`src/rtl/fsc_pkg.sv`:
```
package fsc_pkg;

  typedef enum logic [2:0] {
    FS_RUN       = 3'd0,
    FS_IDLE      = 3'd1,
    FS_SQUASH    = 3'd2,
    FS_BLOCK     = 3'd3,
    FS_WAIT_RESP = 3'd4,
    FS_WAIT_RTRY = 3'd5,
    FS_ACC_DONE  = 3'd6,
    FS_TRAP      = 3'd7
  } fs_state_e;

  localparam int FS_W = $bits(fs_state_e);

  // stall source slots within a thread's stall vector
  localparam int NUM_SRC = 4;
  localparam int SRC_DEC = 0;
  localparam int SRC_REN = 1;
  localparam int SRC_EXE = 2;
  localparam int SRC_CMT = 3;

endpackage

```
`src/rtl/fsc_stall_latch.sv`:
```
module fsc_stall_latch #(
  parameter int N_SRC = 4
) (
  input  logic             clk,
  input  logic             rst,
  input  logic             en,
  input  logic [N_SRC-1:0] blk,
  input  logic [N_SRC-1:0] unblk,
  output logic             any_nxt
);

  logic [N_SRC-1:0] bits_q;
  logic [N_SRC-1:0] bits_nxt;

  for (genvar s = 0; s < N_SRC; s++) begin : g_src
    // an unblock clears, a block sets; both never arrive together
    always_comb begin
      bits_nxt[s] = bits_q[s];
      if (en) begin
        if (blk[s])   bits_nxt[s] = 1'b1;
        if (unblk[s]) bits_nxt[s] = 1'b0;
      end
    end

    always_ff @(posedge clk) begin
      if (rst) bits_q[s] <= 1'b0;
      else     bits_q[s] <= bits_nxt[s];
    end
  end

  assign any_nxt = |bits_nxt;

endmodule

```
`src/rtl/fsc_thread_fsm.sv`:
```
module fsc_thread_fsm
  import fsc_pkg::*;
(
  input  logic      clk,
  input  logic      rst,
  input  logic      en,
  input  logic      stalled,
  input  logic      cmt_sq,
  input  logic      rob_sq,
  input  logic      dec_sq,
  input  logic      miss,
  input  logic      resp,
  input  logic      ftry,
  output fs_state_e state,
  output logic      fired
);

  fs_state_e st_q;
  fs_state_e st_nxt;

  always_comb begin
    st_nxt = st_q;
    fired  = 1'b0;
    if (en) begin
      if (cmt_sq) begin
        st_nxt = FS_SQUASH;
        fired  = 1'b1;
      end else if (rob_sq) begin
        st_nxt = FS_SQUASH;
        fired  = 1'b1;
      end else if (dec_sq && st_q != FS_SQUASH) begin
        st_nxt = FS_SQUASH;
        fired  = 1'b1;
      end else if (stalled && st_q != FS_WAIT_RESP) begin
        st_nxt = FS_BLOCK;
        fired  = 1'b1;
      end else if (st_q == FS_BLOCK || st_q == FS_SQUASH) begin
        st_nxt = FS_RUN;
        fired  = 1'b1;
      end else if (st_q == FS_WAIT_RESP && resp) begin
        st_nxt = stalled ? FS_BLOCK : FS_ACC_DONE;
        fired  = 1'b1;
      end else if (st_q == FS_ACC_DONE && ftry) begin
        st_nxt = FS_RUN;
        fired  = 1'b1;
      end else if (st_q == FS_RUN && miss) begin
        st_nxt = FS_WAIT_RESP;
        fired  = 1'b1;
      end
    end
  end

  always_ff @(posedge clk) begin
    if (rst) st_q <= FS_RUN;
    else     st_q <= st_nxt;
  end

  assign state = st_q;

endmodule

```
`src/rtl/fsc_activity.sv`:
```
module fsc_activity
  import fsc_pkg::*;
#(
  parameter int NUM_THREADS = 4
) (
  input  logic                        clk,
  input  logic                        rst,
  input  logic [NUM_THREADS*FS_W-1:0] states,
  input  logic [NUM_THREADS-1:0]      act,
  input  logic [NUM_THREADS-1:0]      fired,
  output logic                        status_chg,
  output logic                        stage_active
);

  logic [NUM_THREADS-1:0] busy;

  for (genvar t = 0; t < NUM_THREADS; t++) begin : g_busy
    logic [FS_W-1:0] s;
    assign s = states[t*FS_W +: FS_W];
    assign busy[t] = act[t] &&
                     (s == FS_RUN || s == FS_SQUASH || s == FS_ACC_DONE);
  end

  assign stage_active = |busy;

  always_ff @(posedge clk) begin
    if (rst) status_chg <= 1'b0;
    else     status_chg <= |fired;
  end

endmodule

```
`src/rtl/fsc_fetch_status.sv`:
```
module fsc_fetch_status
  import fsc_pkg::*;
#(
  parameter int NUM_THREADS = 4
) (
  input  logic                        clk,
  input  logic                        rst,
  input  logic [NUM_THREADS-1:0]      thr_active,
  input  logic [NUM_THREADS-1:0]      dec_blk,
  input  logic [NUM_THREADS-1:0]      dec_unblk,
  input  logic [NUM_THREADS-1:0]      ren_blk,
  input  logic [NUM_THREADS-1:0]      ren_unblk,
  input  logic [NUM_THREADS-1:0]      exe_blk,
  input  logic [NUM_THREADS-1:0]      exe_unblk,
  input  logic [NUM_THREADS-1:0]      cmt_blk,
  input  logic [NUM_THREADS-1:0]      cmt_unblk,
  input  logic [NUM_THREADS-1:0]      cmt_squash,
  input  logic [NUM_THREADS-1:0]      rob_squashing,
  input  logic [NUM_THREADS-1:0]      dec_squash,
  input  logic                        ctx_stall,
  input  logic [NUM_THREADS-1:0]      miss_start,
  input  logic [NUM_THREADS-1:0]      resp_valid,
  input  logic [NUM_THREADS-1:0]      fetch_try,
  output logic [NUM_THREADS*FS_W-1:0] thr_state,
  output logic                        status_chg,
  output logic                        stage_active
);

  logic [NUM_THREADS-1:0] fired;

  for (genvar t = 0; t < NUM_THREADS; t++) begin : g_thr
    logic [NUM_SRC-1:0] blk_v;
    logic [NUM_SRC-1:0] unblk_v;
    logic               any_stall;
    fs_state_e          st;

    always_comb begin
      blk_v            = '0;
      unblk_v          = '0;
      blk_v[SRC_DEC]   = dec_blk[t];
      blk_v[SRC_REN]   = ren_blk[t];
      blk_v[SRC_EXE]   = exe_blk[t];
      blk_v[SRC_CMT]   = cmt_blk[t];
      unblk_v[SRC_DEC] = dec_unblk[t];
      unblk_v[SRC_REN] = ren_unblk[t];
      unblk_v[SRC_EXE] = exe_unblk[t];
      unblk_v[SRC_CMT] = cmt_unblk[t];
    end

    fsc_stall_latch #(.N_SRC(NUM_SRC)) u_stall (
      .clk     (clk),
      .rst     (rst),
      .en      (thr_active[t]),
      .blk     (blk_v),
      .unblk   (unblk_v),
      .any_nxt (any_stall)
    );

    fsc_thread_fsm u_fsm (
      .clk     (clk),
      .rst     (rst),
      .en      (thr_active[t]),
      .stalled (any_stall | ctx_stall),
      .cmt_sq  (cmt_squash[t]),
      .rob_sq  (rob_squashing[t]),
      .dec_sq  (dec_squash[t]),
      .miss    (miss_start[t]),
      .resp    (resp_valid[t]),
      .ftry    (fetch_try[t]),
      .state   (st),
      .fired   (fired[t])
    );

    assign thr_state[t*FS_W +: FS_W] = st;
  end

  fsc_activity #(.NUM_THREADS(NUM_THREADS)) u_act (
    .clk          (clk),
    .rst          (rst),
    .states       (thr_state),
    .act          (thr_active),
    .fired        (fired),
    .status_chg   (status_chg),
    .stage_active (stage_active)
  );

endmodule

```
`config.mk`:
```
export PLATFORM = sky130hd
export DESIGN_NAME = fsc_fetch_status
export DESIGN_NICKNAME = d
export VERILOG_FILES = /design/src/rtl/fsc_pkg.sv /design/src/rtl/fsc_stall_latch.sv /design/src/rtl/fsc_thread_fsm.sv /design/src/rtl/fsc_activity.sv /design/src/rtl/fsc_fetch_status.sv
export SDC_FILE = /design/constraint.sdc
export NUM_CORES = 1
export LEC_CHECK = 0
export ABC_AREA = 1
export CORE_ASPECT_RATIO = 0.5
export CORE_MARGIN = 2
export CORE_UTILIZATION = 43
export CTS_CLUSTER_SIZE = 14
export DETAILED_ROUTE_END_ITERATION = 8
export PLACE_DENSITY = 0.9
export SYNTH_ARGS = -nofsm -noshare
export SYNTH_HDL_FRONTEND = slang
export SYNTH_SLANG_ARGS = --single-unit
```
`constraint.sdc`:
```
create_clock -name clk -period 1.6 [get_ports clk]
set_input_delay 0.24 -clock clk [delete_from_list [all_inputs] [get_ports clk]]
set_output_delay 0.24 -clock clk [all_outputs]
set_load 0.005 [all_outputs]
```
# ---- After elaboration in Yosys (flattened, before gate mapping)
# Cells that the tools add are included.
dict set report word_totals {
  reg_bits 29
  inputBits 63
  out_inout_bits 14
  word_cells 223
}
dict set report classes {
  n_eq_ne 24
  n_mux 120
  n_bitwise 4
  n_reduce_logical 54
}
# op count
set ops {}
lappend ops {{3-bit 2-to-1 mux} 36}
lappend ops {{1-bit 2-to-1 mux} 84}
lappend ops {{8-bit nonzero test} 4}
lappend ops {{3-bit by 2-bit == test with 1-bit output (second input constant)} 8}
lappend ops {{3-bit == test (second input constant)} 8}
lappend ops {{1-bit logical AND} 24}
lappend ops {{4-bit OR reduction} 6}
lappend ops {{3-bit logical NOT} 4}
lappend ops {{1-bit logical OR} 12}
lappend ops {{3-bit by 2-bit != test with 1-bit output (second input constant)} 4}
lappend ops {{3-bit != test (second input constant)} 4}
lappend ops {{2-bit AND reduction} 4}
lappend ops {{1-bit bitwise OR} 4}

# ---- Logic depth before layout (Yosys ltp)
dict set report logic_depth {
  depth_word 12
  mapped_depth 13
  ltp_nobuf 12
}

# ---- Hierarchy
# A second synthesis with hierarchy kept.
dict set report unflattened {
  hier_cells 358
  area_unflattened_um2 2134.5
}
# mod n_inst cells_each area_per_inst_um2 seq_area_each_um2
set by_module_without_submodules {}
lappend by_module_without_submodules {fsc_thread_fsm 4 46 289.0 60.1}
lappend by_module_without_submodules {fsc_stall_latch 4 34 202.7 80.1}
lappend by_module_without_submodules {fsc_activity 1 29 133.9 20.0}
lappend by_module_without_submodules {fsc_fetch_status 1 9 33.8 0.0}

# ---- Least setup slack after synthesis
# OpenSTA, ideal clock, no wires.
dict set report synth_timing {
  kind {reg2reg}
  start {register g_thr[1].u_fsm.st_q[2]}
  end {register u_act.status_chg}
  setup_time_ps 131
  t_arrival_ps 1168
  required_time_ps 1469
  path_slack_ps 301
  path_stages_with_launch 12
  synth_period_minus_slack_ps 1299
  path_cell_list {dfxtp_1 -> inv_1 -> nand3_1 -> nand2_1 -> inv_1 -> nand3_1 -> nor2_1 -> nand2_2 -> nand2_2 -> nand2_1 -> nor2_1 -> nor2_1}
}
dict set report synth_via {
  elab_chain_len 12
}
# item line_no
set synth_rtl {}
lappend synth_rtl {{start: declaration} fsc_thread_fsm.sv:18} ;# fs_state_e st_q;
lappend synth_rtl {{start signal: assignment} fsc_thread_fsm.sv:55} ;# else st_q <= st_nxt;
lappend synth_rtl {{3-bit logical NOT} fsc_thread_fsm.sv:46} ;# end else if (st_q == FS_RUN && miss) begin
lappend synth_rtl {{1-bit logical AND} fsc_thread_fsm.sv:46}
lappend synth_rtl {{1-bit 2-to-1 mux} fsc_thread_fsm.sv:46}
lappend synth_rtl {{1-bit 2-to-1 mux} fsc_thread_fsm.sv:43} ;# end else if (st_q == FS_ACC_DONE && ftry) begin
lappend synth_rtl {{1-bit 2-to-1 mux} fsc_thread_fsm.sv:40} ;# end else if (st_q == FS_WAIT_RESP && resp) begin
lappend synth_rtl {{1-bit 2-to-1 mux} fsc_thread_fsm.sv:37} ;# end else if (st_q == FS_BLOCK || st_q == FS_SQUASH) begin
lappend synth_rtl {{1-bit 2-to-1 mux} fsc_thread_fsm.sv:34} ;# end else if (stalled && st_q != FS_WAIT_RESP) begin
lappend synth_rtl {{1-bit 2-to-1 mux (*)} fsc_thread_fsm.sv:31} ;# end else if (dec_sq && st_q != FS_SQUASH) begin
lappend synth_rtl {{1-bit 2-to-1 mux (*)} fsc_thread_fsm.sv:28} ;# end else if (rob_sq) begin
lappend synth_rtl {{1-bit 2-to-1 mux (*)} fsc_thread_fsm.sv:25} ;# if (cmt_sq) begin
lappend synth_rtl {{1-bit 2-to-1 mux (*)} fsc_thread_fsm.sv:24} ;# if (en) begin
lappend synth_rtl {{4-bit OR reduction (*)} fsc_activity.sv:28} ;# else status_chg <= |fired;
lappend synth_rtl {{end signal: assignment} fsc_activity.sv:28}
lappend synth_rtl {{end: declaration} fsc_activity.sv:11} ;# output logic status_chg,
# Every way passes the cells marked *; elsewhere a longest branch is shown, timed or not.
# A chain may end at the register's enable or synchronous reset.

# ---- Worst setup path in the final report
dict set report layout_timing {
  start {register g_thr[2].u_fsm.st_q[1]}
  end {output thr_state[7]}
}
# item line_no
set layout_lines {}
lappend layout_lines {{start: declaration} fsc_thread_fsm.sv:18}
lappend layout_lines {{start signal: assignment} fsc_thread_fsm.sv:55}
lappend layout_lines {{end: declaration} fsc_fetch_status.sv:24} ;# output logic [NUM_THREADS*FS_W-1:0] thr_state,
# No word-level cell between the ends.

==> results.txt <==
----------------------------------------------------
[Pwr]
  Gate power share ... 0.294
  Worst ir drop on vdd ... 0.327 mV
  Overall power after layout ... 1.96 mW
  Share of total power in sequential cells ... 0.402
  Switching power summed over all nets ... 0.581 mW
  Leak ... 1.43 nW
  Cell-internal power ... 1.38 mW
  Clock share of power ... 0.304
  Net switching fraction of the power ... 0.296
  Power density relative to cell area ... 660 nW/um2

[Critical path]
  Maximum fanout count along the critical path ... 4
  Critical path data required time ... 1.36 ns
  Crit start category ... register
  Worst path arrival time ... 1.31 ns
  Critical path endpoint category ... output port
  Worst setup path category ... reg2out

[Min path]
  Classification of the worst-slack hold path ... in2reg

[Finish]
  Area added between synthesis and finish ... 60.6%
  Post-layout instance count excluding filler cells ... 471
  Layout cells sized above 1 ... 0.173
  Post-layout nets ... 479
  Antenna diodes ... 0

[Synthesis]
  Library cells used by synthesis ... 24
  Proportion of synthesized flip-flops having asynchronous set or reset ... 0
  Cell with the most instances after synthesis ... sky130_fd_sc_hd__nand2_1
  Proportion of netlist area held by the largest area contributor ... 0.314
  Largest family of logic cells by synthesized area ... simple AND/OR/NAND/NOR gates
  Flip-flop and latch count after synthesis ... 29
  Register area share after synthesis ... 0.314
  Top_reg_cell synth ... sky130_fd_sc_hd__dfxtp_1
  Mean instance size in the synthesized netlist ... 5.99 um2
  Post-synth EDFFs ... 0
  Arithmetic-cell share of the synthesized area counting full adders, half adders and majority gates ... 0
  Synth warnings ... 0
  Share of the synthesized area in compound gates (AO/OA/AOI/OAI) ... 0.0838
  Number of nets produced by synthesis ... 372
  Xor-xnor portion of the synthesized cell area ... 0
  Multiplexer fraction of the synthesized cell area ... 0
  Cell taking the most area after synthesis ... sky130_fd_sc_hd__dfxtp_1
  Commonest cells in the netlist ... 106 x sky130_fd_sc_hd__nand2_1, 46 x sky130_fd_sc_hd__nor2_1, 40 x sky130_fd_sc_hd__inv_1
  Synthesized area ... 1850 um2
  Number of standard cells after synthesis ... 309
  Post-Synth Simple-Gate Area ... 0.491
  Most area-consuming cells after synthesis ... sky130_fd_sc_hd__dfxtp_1 31%, sky130_fd_sc_hd__nand2_1 22%, sky130_fd_sc_hd__nor2_1 9.3%

[Clock network]
  CTS HTree Levels ... 2
  Insertion delay to the later sink of the worst-skew pair ... 0.29 ns
  TritonCTS clock tree ... built
  Count of hold-fix buffers inserted at cts ... 0
  Clock tree buffer depth ... 2
  Clock-pin slew on the worst setup and hold paths ... 0.07 ns
  Cts bufs inserted ... 5
  # clock sinks ... 29
  Post-CTS setup buffers ... 0
  Cell at the root of the clock tree ... sky130_fd_sc_hd__clkbuf_8

[Detailed routing]
  Drt wl/cell ... 11.7 um
  Via count ... 2,261
  Remaining number of nets flagged by the antenna check after routing ... 0
  Initial DRC Count ... 75
  DRC ... 0
  Via density per instance ... 4.80
  Number of detailed-routing iterations run before antenna repair ... 5
  WL final ... 5.51 mm

[Job]
  Max-Cap Viols ... 0

[Global routing]
  First-pass GRT wire length ... 8.89 mm
  Gr ovfl total ... 0
  GRT Total Usage ... 0.227
  Pin count of the biggest net entering global routing ... 12
  Number of antenna violations at the first check in global routing ... 0
  Number of global-route vias before repair ... 2,157

[Place]
  Port bufs ... 76
  Pre-CTS WS ... -0.387 ns
  Routability Congestion ... 0.849
  HPWL after DPL ... 4.26 mm
  Instance count after placement with tap cells included ... 463

[STA]
  Post-Route Skew ... 0.00641 ns
  Slew @ Worst Pin ... 0.279 ns
  Rel. slew slack ... 0.814
  Total negative slack ... 0 ns
  Final hold slack ... 0.472 ns
  Unrepaired setup endpoints after global routing ... no
  Final critical-path setup slack ... 0.0548 ns
  Ratio of final minimum period to clock period ... 0.966
  Final Max Slew Viols ... 0
  Final critical-path required period ... 1.55 ns
  Highest achievable clock rate ... 0.647 GHz
  Number of hold violations in the final report ... 0
  Setup-failing EPs final ... 0

[Status]
  Result of the run ... finished, final reports clean

[Floorplanning]
  Placement Rows ... 16
  Height of the die ... 50.4 um
  Number of top-level pins ... 77
  Initial core utilization ... 0.460
  Total Die Area ... 4880 um2
  Horizontal die dimension ... 96.8 um
  Core area ... 4020 um2

----------------------------------------------------
==> state kept, by name (all words and copies together), names as in the netlist <==
register and count:
g_thr.u_fsm.state 12, g_thr.u_stall.bits_q 16, u_act.status_chg 1
==> logic make-up (layout without fill, tap and decap cells) <==
group / Yosys count / in the layout
compound gates: 25 / 25
buf+inv: 48 / 156
simple gates: 207 / 207
flops: 29 / 29
==> through the flow <==
step	instance area (um2)	util
2_1_floorplan	1850	-
3_3_place_gp	2860	0.710
3_5_place_dp	2860	0.710
4_1_cts	2930	0.729
5_1_grt	2970	0.739
6_report	2970	0.739
==> metal layers <==
metal | vias up | share of wire | track usage
met2 | 77 | 0.51 | 0.456
met1 | 999 | 0.42 | 0.233
met3 | 13 | 0.053 | 0.0515
met4 | 0 | 0.017 | 0.0892
li1 | 1172 | - | -
met5 | - | 0 | 0
==> final cells by class <==
type                            count  area, um2
Clock buffer                        6       72.6
Clock inverter                      2       10.0
Fill cell                         307       1050
Inverter                           42        158
Multi-Input combinational cell    232       1090
Sequential cell                    29        587
Tap cell                           54       67.6
Timing Repair Buffer              106        988
==> timing repair <==
action	in CTS	in global routing
resized for setup	5	14
pin swaps	1	7
setup endpoints to repair	9	9
==> path summary, 6_finish.rpt <==
kind | start | endpoint | slack [ns] | depth (start not counted)
worst max-delay path | g_thr[2].u_fsm.state[1] | thr_state[7] | 0.05 | 2
worst min-delay path | thr_active[0] | g_thr[0].u_stall.bits_q[3] | 0.47 | 5
worst max register to register | g_thr[0].u_fsm.state[0] | g_thr[0].u_fsm.state[2] | 0.12 | 7
worst min register to register | g_thr[3].u_fsm.state[2] | g_thr[3].u_fsm.state[2] | 0.48 | 2
==> layout by cell type, fill, tap and decap left out, drive strengths merged <==
master and instances:
dfxtp 29, o2111ai 1, nand4 3, clkbuf 6, o21ai 6, clkdlybuf4s50 71, nor3 2, nand3 31
o211ai 3, or2 2, clkdlybuf4s15 1, dlymetal6s2s 1, buf 30, nor2 47, dlygate4sd2 3, nand2 121
inv 40, and3 1, a21oi 15, clkinv 4
==> worst max-delay path, cell delays in order (launching register included) <==
cell and delay, ns:
sky130_fd_sc_hd__dfxtp_2 0.37, sky130_fd_sc_hd__buf_4 0.15, sky130_fd_sc_hd__clkdlybuf4s50_1 0.50
==> power by group through the flow <==
stage	sequential, mW	combinational (mW)	clock [mW]
floorplan	0.806	0.254	0
global placement	0.799	0.546	0
detailed placement	0.801	0.566	0
CTS	0.786	0.567	0.597
global route	0.792	0.637	0.640
finish	0.788	0.578	0.596
(Power assumes the default switching activity.)
